**config.mk**
```make
export PLATFORM = sky130hd
export DESIGN_NAME = qcdr_pfd_top
export DESIGN_NICKNAME = d
export VERILOG_FILES = /design/src/rtl/qcdr_pfd_pkg.sv /design/src/rtl/qcdr_quad_track.sv /design/src/rtl/qcdr_rot_decode.sv /design/src/rtl/qcdr_freq_fsm.sv /design/src/rtl/qcdr_phase_out.sv /design/src/rtl/qcdr_pfd_top.sv
export SDC_FILE = /design/constraint.sdc
export NUM_CORES = 1
export LEC_CHECK = 0
export BUFFER_PORTS_ARGS = -buffer_cell sky130_fd_sc_hd__buf_2
export CAP_MARGIN = 15
export CORE_AREA = 3 3 40 42
export DETAILED_ROUTE_END_ITERATION = 10
export DIE_AREA = 0 0 43 45
export PLACE_DENSITY = 0.64
export SYNTH_ARGS = -nofsm -noshare
export SYNTH_HDL_FRONTEND = slang
export SYNTH_HIERARCHICAL = 1
export SYNTH_SLANG_ARGS = --single-unit
```
**constraint.sdc**
```tcl
create_clock -name clk -period 4.46 [get_ports clk]
set_clock_uncertainty 0.2 [all_clocks]
set_input_delay 0.446 -clock clk [delete_from_list [all_inputs] [get_ports clk]]
set_output_delay 0.446 -clock clk [all_outputs]
set_load 0.02 [all_outputs]
```
**src/rtl/qcdr_pfd_pkg.sv**
```systemverilog
package qcdr_pfd_pkg;

    localparam int CODE_W = 2;

    typedef enum logic [2:0] {
        QS_NONE = 3'd0,
        QS_00   = 3'd1,
        QS_01   = 3'd2,
        QS_11   = 3'd3,
        QS_10   = 3'd4
    } quad_state_t;

    typedef enum logic [1:0] {
        FS_IDLE = 2'd0,
        FS_UP   = 2'd1,
        FS_DN   = 2'd2
    } freq_state_t;

    function automatic quad_state_t code_to_state(input logic [CODE_W-1:0] code);
        quad_state_t s;
        unique case (code)
            2'b00:   s = QS_00;
            2'b01:   s = QS_01;
            2'b11:   s = QS_11;
            default: s = QS_10;
        endcase
        return s;
    endfunction

endpackage

```
**src/rtl/qcdr_quad_track.sv**
```systemverilog
module qcdr_quad_track
    import qcdr_pfd_pkg::*;
(
    input  logic                clk,
    input  logic                rst,
    input  logic                edge_stb,
    input  logic [CODE_W-1:0]   code,
    output quad_state_t         prev_state
);

    quad_state_t state_q;
    quad_state_t state_d;

    always_comb begin
        state_d = state_q;
        if (edge_stb) begin
            unique case (code)
                2'b00:   state_d = QS_00;
                2'b01:   state_d = QS_01;
                2'b11:   state_d = QS_11;
                default: state_d = QS_10;
            endcase
        end
    end

    always_ff @(posedge clk) begin
        if (rst) state_q <= QS_NONE;
        else     state_q <= state_d;
    end

    assign prev_state = state_q;


    stored_follows_code_chk: assert property (@(posedge clk) disable iff (rst)
        edge_stb |=> (state_q == code_to_state($past(code))));

endmodule

```
**src/rtl/qcdr_rot_decode.sv**
```systemverilog
module qcdr_rot_decode
    import qcdr_pfd_pkg::*;
(
    input  quad_state_t         prev_state,
    input  logic [CODE_W-1:0]   code,
    output logic                slow_step,
    output logic                fast_step
);

    always_comb begin
        slow_step = 1'b0;
        fast_step = 1'b0;
        unique case (prev_state)
            QS_10:   slow_step = (code == 2'b00);
            QS_01:   fast_step = (code == 2'b00);
            QS_00,
            QS_11,
            QS_NONE: ;
            default: ;
        endcase
    end


    step_exclusive_chk: assert final (!(slow_step && fast_step));

endmodule

```
**src/rtl/qcdr_freq_fsm.sv**
```systemverilog
module qcdr_freq_fsm
    import qcdr_pfd_pkg::*;
(
    input  logic clk,
    input  logic rst,
    input  logic edge_stb,
    input  logic slow_step,
    input  logic fast_step,
    input  logic samp_i,
    input  logic samp_q,
    output logic fr_up,
    output logic fr_dn
);

    freq_state_t state_q;
    freq_state_t state_d;
    logic        set_up;
    logic        set_dn;

    assign set_up = slow_step && !fast_step;
    assign set_dn = fast_step && !slow_step;

    always_comb begin
        state_d = state_q;
        if (edge_stb) begin
            unique case (state_q)
                FS_IDLE: begin
                    if (set_up)      state_d = FS_UP;
                    else if (set_dn) state_d = FS_DN;
                end
                FS_UP: begin
                    if (set_dn)      state_d = FS_DN;
                    else if (set_up) state_d = FS_UP;
                    else if (samp_q) state_d = FS_IDLE;
                end
                FS_DN: begin
                    if (set_up)      state_d = FS_UP;
                    else if (set_dn) state_d = FS_DN;
                    else if (samp_i) state_d = FS_IDLE;
                end
                default: state_d = FS_IDLE;
            endcase
        end
    end

    always_ff @(posedge clk) begin
        if (rst) state_q <= FS_IDLE;
        else     state_q <= state_d;
    end

    always_comb begin
        fr_up = 1'b0;
        fr_dn = 1'b0;
        unique case (state_q)
            FS_UP:   fr_up = 1'b1;
            FS_DN:   fr_dn = 1'b1;
            default: ;
        endcase
    end


    flags_exclusive_chk: assert property (@(posedge clk) disable iff (rst)
        !(fr_up && fr_dn));

    up_set_chk: assert property (@(posedge clk) disable iff (rst)
        (edge_stb && slow_step) |=> (fr_up && !fr_dn));

    dn_set_chk: assert property (@(posedge clk) disable iff (rst)
        (edge_stb && fast_step) |=> (fr_dn && !fr_up));

    up_clear_chk: assert property (@(posedge clk) disable iff (rst)
        (edge_stb && samp_q && !slow_step) |=> !fr_up);

    dn_clear_chk: assert property (@(posedge clk) disable iff (rst)
        (edge_stb && samp_i && !fast_step) |=> !fr_dn);

endmodule

```
**src/rtl/qcdr_phase_out.sv**
```systemverilog
module qcdr_phase_out (
    input  logic clk,
    input  logic rst,
    input  logic edge_stb,
    input  logic samp_i,
    output logic ph_up,
    output logic ph_dn
);

    always_ff @(posedge clk) begin
        if (rst) begin
            ph_up <= 1'b0;
            ph_dn <= 1'b0;
        end else if (edge_stb) begin
            ph_up <= samp_i;
            ph_dn <= !samp_i;
        end
    end


    phase_follow_chk: assert property (@(posedge clk) disable iff (rst)
        edge_stb |=> (ph_up == $past(samp_i)) && (ph_dn == !$past(samp_i)));

endmodule

```
**src/rtl/qcdr_pfd_top.sv**
```systemverilog
module qcdr_pfd_top
    import qcdr_pfd_pkg::*;
(
    input  logic clk,
    input  logic rst,
    input  logic edge_stb,
    input  logic samp_i,
    input  logic samp_q,
    output logic ph_up,
    output logic ph_dn,
    output logic fr_up,
    output logic fr_dn
);

    logic [CODE_W-1:0] code;
    quad_state_t       prev_state;
    logic              slow_step;
    logic              fast_step;

    assign code = {samp_i, samp_q};

    qcdr_quad_track track_i (
        .clk        (clk),
        .rst        (rst),
        .edge_stb   (edge_stb),
        .code       (code),
        .prev_state (prev_state)
    );

    qcdr_rot_decode decode_i (
        .prev_state (prev_state),
        .code       (code),
        .slow_step  (slow_step),
        .fast_step  (fast_step)
    );

    qcdr_freq_fsm freq_i (
        .clk       (clk),
        .rst       (rst),
        .edge_stb  (edge_stb),
        .slow_step (slow_step),
        .fast_step (fast_step),
        .samp_i    (samp_i),
        .samp_q    (samp_q),
        .fr_up     (fr_up),
        .fr_dn     (fr_dn)
    );

    qcdr_phase_out phase_i (
        .clk      (clk),
        .rst      (rst),
        .edge_stb (edge_stb),
        .samp_i   (samp_i),
        .ph_up    (ph_up),
        .ph_dn    (ph_dn)
    );


    reset_clear_chk: assert property (@(posedge clk)
        rst |=> !ph_up && !ph_dn && !fr_up && !fr_dn);

    hold_idle_chk: assert property (@(posedge clk) disable iff (rst)
        !edge_stb |=> $stable({ph_up, ph_dn, fr_up, fr_dn}));

    first_edge_chk: assert property (@(posedge clk) disable iff (rst)
        (edge_stb && prev_state == QS_NONE) |=> !fr_up && !fr_dn);

endmodule

```
### After elaboration in Yosys (flattened, before gate mapping)

Index checks and enable logic that the tools add are counted.

| word-level totals | value |
|---|---|
| bits in registers | 7 |
| output and inout port bits | 4 |
| word-level logic and storage cells | 35 |

| operators by class | value |
|---|---|
| eq/ne operators | 9 |
| multiplexer cells | 14 |
| reductions and logical operators | 8 |

Operators with widths:

| operator | number |
|---|---|
| $mux 2 | 8 |
| $pmux 3 s3 | 1 |
| $ne 4x2->1 const B | 2 |
| $pmux 2 s3 | 1 |
| $eq 2x1->1 const B | 2 |
| $eq 2x2->1 const B | 2 |
| $logic_not 2->1 | 2 |
| $mux 1 | 4 |
| $reduce_and 4->1 | 1 |
| $eq 3x2->1 const B | 1 |
| $eq 3x3->1 const B | 1 |
| $logic_not 1->1 | 3 |
| $ne 3x1->1 const B | 1 |
| $logic_and 1x1->1 | 2 |

### Logic depth before layout (Yosys ltp)

| depth | value |
|---|---|
| depth after elaboration | 7 |
| mapped depth | 7 |

### Hierarchy

The synthesis kept the hierarchy.

Modules (own cells, without submodules):

| module | instances | cells each | area each (µm²) |
|---|---|---|---|
| qcdr_freq_fsm | 1 | 30 | 249.0 |
| qcdr_quad_track | 1 | 15 | 147.6 |
| qcdr_phase_out | 1 | 7 | 76.3 |
| qcdr_rot_decode | 1 | 3 | 36.3 |

### Least setup slack after synthesis

No wires, ideal clock.

| timing path | value |
|---|---|
| path type | in2reg |
| start point | input port samp_i |
| end point | register freq_i.state_q[1] |
| library setup time | 103 ps |
| arrival | 2,092 ps |
| data required time | 4,157 ps |
| slack | 2,065 ps |
| stages on the path | 7 |
| buffers on the path | 0 |
| path through | or3_4 -> nor3b_2 -> inv_1 -> ha_1 -> nor3b_1 -> o311a_1 -> a2111oi_2 |

| between the ends | value |
|---|---|
| cells in the longest elaborated chain, start to end | 7 |

Ends and longest elaborated chain:

| item | RTL line | RTL |
|---|---|---|
| from (decl) | qcdr_pfd_top.sv:7 | `input logic samp_i,` |
| $logic_not 2->1 * | qcdr_rot_decode.sv:15 | `QS_01: fast_step = (code == 2'b00);` |
| $mux 1 * | qcdr_rot_decode.sv:13 | `unique case (prev_state)` |
| via fast_step | qcdr_pfd_top.sv:18 | `logic fast_step;` |
| $logic_not 1->1 | qcdr_freq_fsm.sv:20 | `assign set_up = slow_step && !fast_step;` |
| $logic_and 1x1->1 | qcdr_freq_fsm.sv:20 |  |
| $mux 2 | qcdr_freq_fsm.sv:33 | `else if (set_up) state_d = FS_UP;` |
| $mux 2 | qcdr_freq_fsm.sv:32 | `if (set_dn) state_d = FS_DN;` |
| $pmux 2 s3 | qcdr_freq_fsm.sv:26 | `unique case (state_q)` |
| to (signal assigned) | qcdr_freq_fsm.sv:48 | `else state_q <= state_d;` |
| to (decl) | qcdr_freq_fsm.sv:15 | `freq_state_t state_q;` |

The timed path passes the listed nets; every way through them passes the cells marked *.
A chain may end at the register's enable or synchronous reset.

### Final worst setup path

Same ends and word-level chain as after synthesis.

==> results list <==
* Status: complete, no violations
* Power Dens Cells: 252 nW/um^2
- Peak supply drop: 0.000133 V
- Placer congestion estimate: 0.670
* Number of iterations in the first detailed-routing pass: 4
- In this run the critical register-to-register path is captured at freq_i/state_q[1].
- Fin crit share: a little over half
* Leakage: 0.255 nW
- In this run the tightest slew margin relative to its limit is 82.2%.
* Final Hold Viols: 0
- Number of rows in the core area: 13
- Leaving out fill and tap cells, the most frequent cell in the layout is buf_2.
- Vias: 397
- Cells fill ~45% of the core in the end.
- Post-DRT Antenna Nets: 0
* Cell Area, Synth: 509 um^2
- Area contributors post-synth: dfxtp_1 (28%), ha_1 (15%), mux2i_1 (5.9%)
- Number of violations reported at the end of detailed-routing iteration 0: 7
* Worst setup EP type: flip-flop
- In this run the worst path has a maximum fanout of 7.
- The repair_antennas step left the layout with diodes totalling 0.
- Reg2Reg Depth: 7
- Clock tree sinks: 7
- Setup violations remaining at the end of the flow were counted as 0.
* Number of global-route vias before repair: 320
- For this design, the CTS-stage hold fixing added 0 buffers.
- CTS tree: yes
- Number of warnings printed during yosys synthesis: 6
* Required time of the critical path: 4400 ps
* Core box area: 1280 um^2
* Cells along the critical path: buf_2 > or3_4 > nor3b_2 > inv_1 > ha_1 > nor3b_1 > o311a_1 > a2111oi_2
- For this block, wires on met1 add up to between 400 and 500 um.
- In this run, distinct cell masters in the synthesized netlist total 24.
- Area share of the largest cell type after synthesis: about 28%
* Maximum number of pins on one net before global-route repair: 12
* Startpoint of the lowest-slack register-to-register path: track_i/prev_state[0]
* Sort of element at the start of the critical path: input pin
- Clk pin slew, worst setup/hold paths: 50 ps
- Crit path largest cell delay: about 380 ps
- Of the cells placed in the final design, the portion with a size suffix greater than 1 is between 20 and 30%.
- Using the TritonRoute via totals, the vias-per-cell ratio works out to between 4 and 5.
- Including well taps, the total number of placed cells is 77.
- Met2 routed WL: approximately 360 um
* Die footprint: between 1500 and 2000 um^2
* CP max stage cell: or3_4
* Highest clock frequency the design can meet: about 400 MHz
* Total I/O pin count: 9
- For this run the aggregate overflow at the end of global routing stands at 0.
- RSZ-0062 raised after global routing: no
- Buffers added to address setup during post-CTS repair amount to 0.
- Wire length on met3: 47 um
- The finished layout holds ~80 standard cells, fillers aside.
- Wire length of the first global-routing pass: 1.40 mm
- Die span in x: 43 um
- Summed over all failing endpoints, the final setup total negative slack is 0 ps.
- Post-synthesis net count: 66
- Startpoint of the lowest-slack hold path: rst
* Number of cells on the worst hold path: 2
- Compared with the post-synthesis result, the final layout area differs by 14.5%.
- In the routed design, unresolved DRC markers number 0.
- Post-cts sizing count: 0
- Synthesis-stage register bit count: 7
- In this run the tool buffered the top-level ports with 8 buffer cells.
* Dominant cell type by area after synthesis: dfxtp_1
* Most frequent cells in the layout: buf_2 (8), nor2_1 (7), dfxtp_1 (7)
- The worst hold path terminates at phase_i/ph_dn.
* Dpl hpwl: ~620 um
- The tool flagged a number of max-cap violations equal to 0.
- Routed Wire Length: 893 um
* Buffer type at the clock tree root: clkbuf_4
- The critical path in this run is classified as input pin to flip-flop.
- In the final routed layout, each cell accounts on average for 11.0 um.
- H-tree depth: 1
- Arrival time reported for the critical path endpoint: 2380 ps
* Top layer reached by signal wires: met4
- Clock tree buffer depth: 2
* Worst Max-Slew Pin Slew: ~270 ps
- The number of clock buffers added by TritonCTS is 3.
- Portion of the post-synthesis area used by sequential elements: 27.5%
- Type of the tightest min-delay check: input pin to flip-flop
- Power comes to 147 uW.
- Net count reported at finish: 78
- Setup slack of the most critical reg-to-reg path: 2040 ps
- The number of slew-limit violations in the final report came to 0.
- The die is 45 um tall.
- Synth Area per Inst: between 9 and 10 um^2
- After filler insertion, the fill cell instance count of the layout stands at roughly 130.
- Initial antenna violation count: 0
- Global routing used 10.2% of the available tracks across all layers.
- Time the worst path needs with I/O delays and setup: 2430 ps
- The initial utilization of the core area, before any placement, comes to about 40%.
- The later pin in the worst-skew pair is clocked with a latency of 250 ps.
- Synthesis handed over a netlist of 55 instances.
per-layer routing:
layer / vias to the layer above / global-route usage [%]
met1: 174 / 13.7
met4: 0 / 9.04
met5: - / 0
met2: 9 / 12.6
met3: 2 / 3.59
li1: 212 / -
stage by stage:
| step | hold WS [ps] | cell area (um^2) | worst slack, ps |
|---|---|---|---|
| 2_1_floorplan | 262 | 509 | 2060 |
| 3_3_place_gp | 270 | 557 | 1770 |
| 3_5_place_dp | 277 | 557 | 1770 |
| 4_1_cts | 258 | 583 | 2000 |
| 5_1_grt | 278 | 583 | 1910 |
| 6_report | 266 | 583 | 2030 |
registers in the layout, summed over array words and instances (netlist names):
name,flops
freq_i/state_q,2
phase_i/ph_dn,1
track_i/prev_state,3
phase_i/ph_up,1
cell usage after synthesis:
library cell	instances
nand3b_1	1
or2b_1	1
mux2i_1	3
nor2_1	7
nand2_1	1
o311a_1	1
nand2b_1	2
nor2b_1	1
a21oi_2	1
o21ai_0	2
o221a_2	1
o21ba_2	1
a21oi_1	3
nor3b_2	2
ha_1	6
nor2b_4	1
or3_4	1
buf_6	1
and2_1	1
a2111oi_2	1
inv_1	6
dfxtp_1	7
nor3b_1	3
a211oi_1	1
worst max path at each step:
| stage | startpoint | to | cells after the start |
|---|---|---|---|
| after floorplan | samp_i | freq_i/state_q[1] | 7 |
| after global placement | samp_i | freq_i/state_q[1] | 8 |
| after detailed placement | samp_i | freq_i/state_q[1] | 8 |
| after CTS | samp_i | freq_i/state_q[1] | 8 |
| after global routing | samp_i | freq_i/state_q[1] | 8 |
| final | samp_i | freq_i/state_q[1] | 8 |
kinds of logic (layout without fill, tap and decap cells):
group	after synthesis	after routing	synth area share, %
AOI/OAI and AO/OA	11	11	17.2
adders and majority gates	6	6	14.7
buffers and inverters	7	18	6.63
DFF	7	7	27.5
muxes	3	3	5.90
and+or+nand+nor	21	21	28.0
final cells by class:
type / count / area, um^2 / area share (%)
clock buffers: 4 / 26.3 / 4.51
multi-input cells: 41 / 335 / 57.5
inverters: 6 / 22.5 / 3.86
flip-flops and latches: 7 / 140 / 24.0
well taps: 15 / 18.8 / 3.22
repair buffers: 8 / 40.0 / 6.87
critical path: cells and delay by family:
kind | cells | cell delay, ps
AO/OA/AOI/OAI | 2 | 710
AND/OR/NAND/NOR | 3 | 680
adder cells (fa/ha/maj) | 1 | 320
buffers and inverters | 2 | 210
where the power goes:
part	leakage (nW)	internal (mW)	switching, mW	total (mW)
registers	0.0574	0.0656	0.00211	0.0677
clock network	0.0150	0.0342	0.0236	0.0578
logic	0.182	0.00938	0.0122	0.0215
total	0.254	0.109	0.0379	0.147
Note: power is estimated with default switching activity, not from simulation.
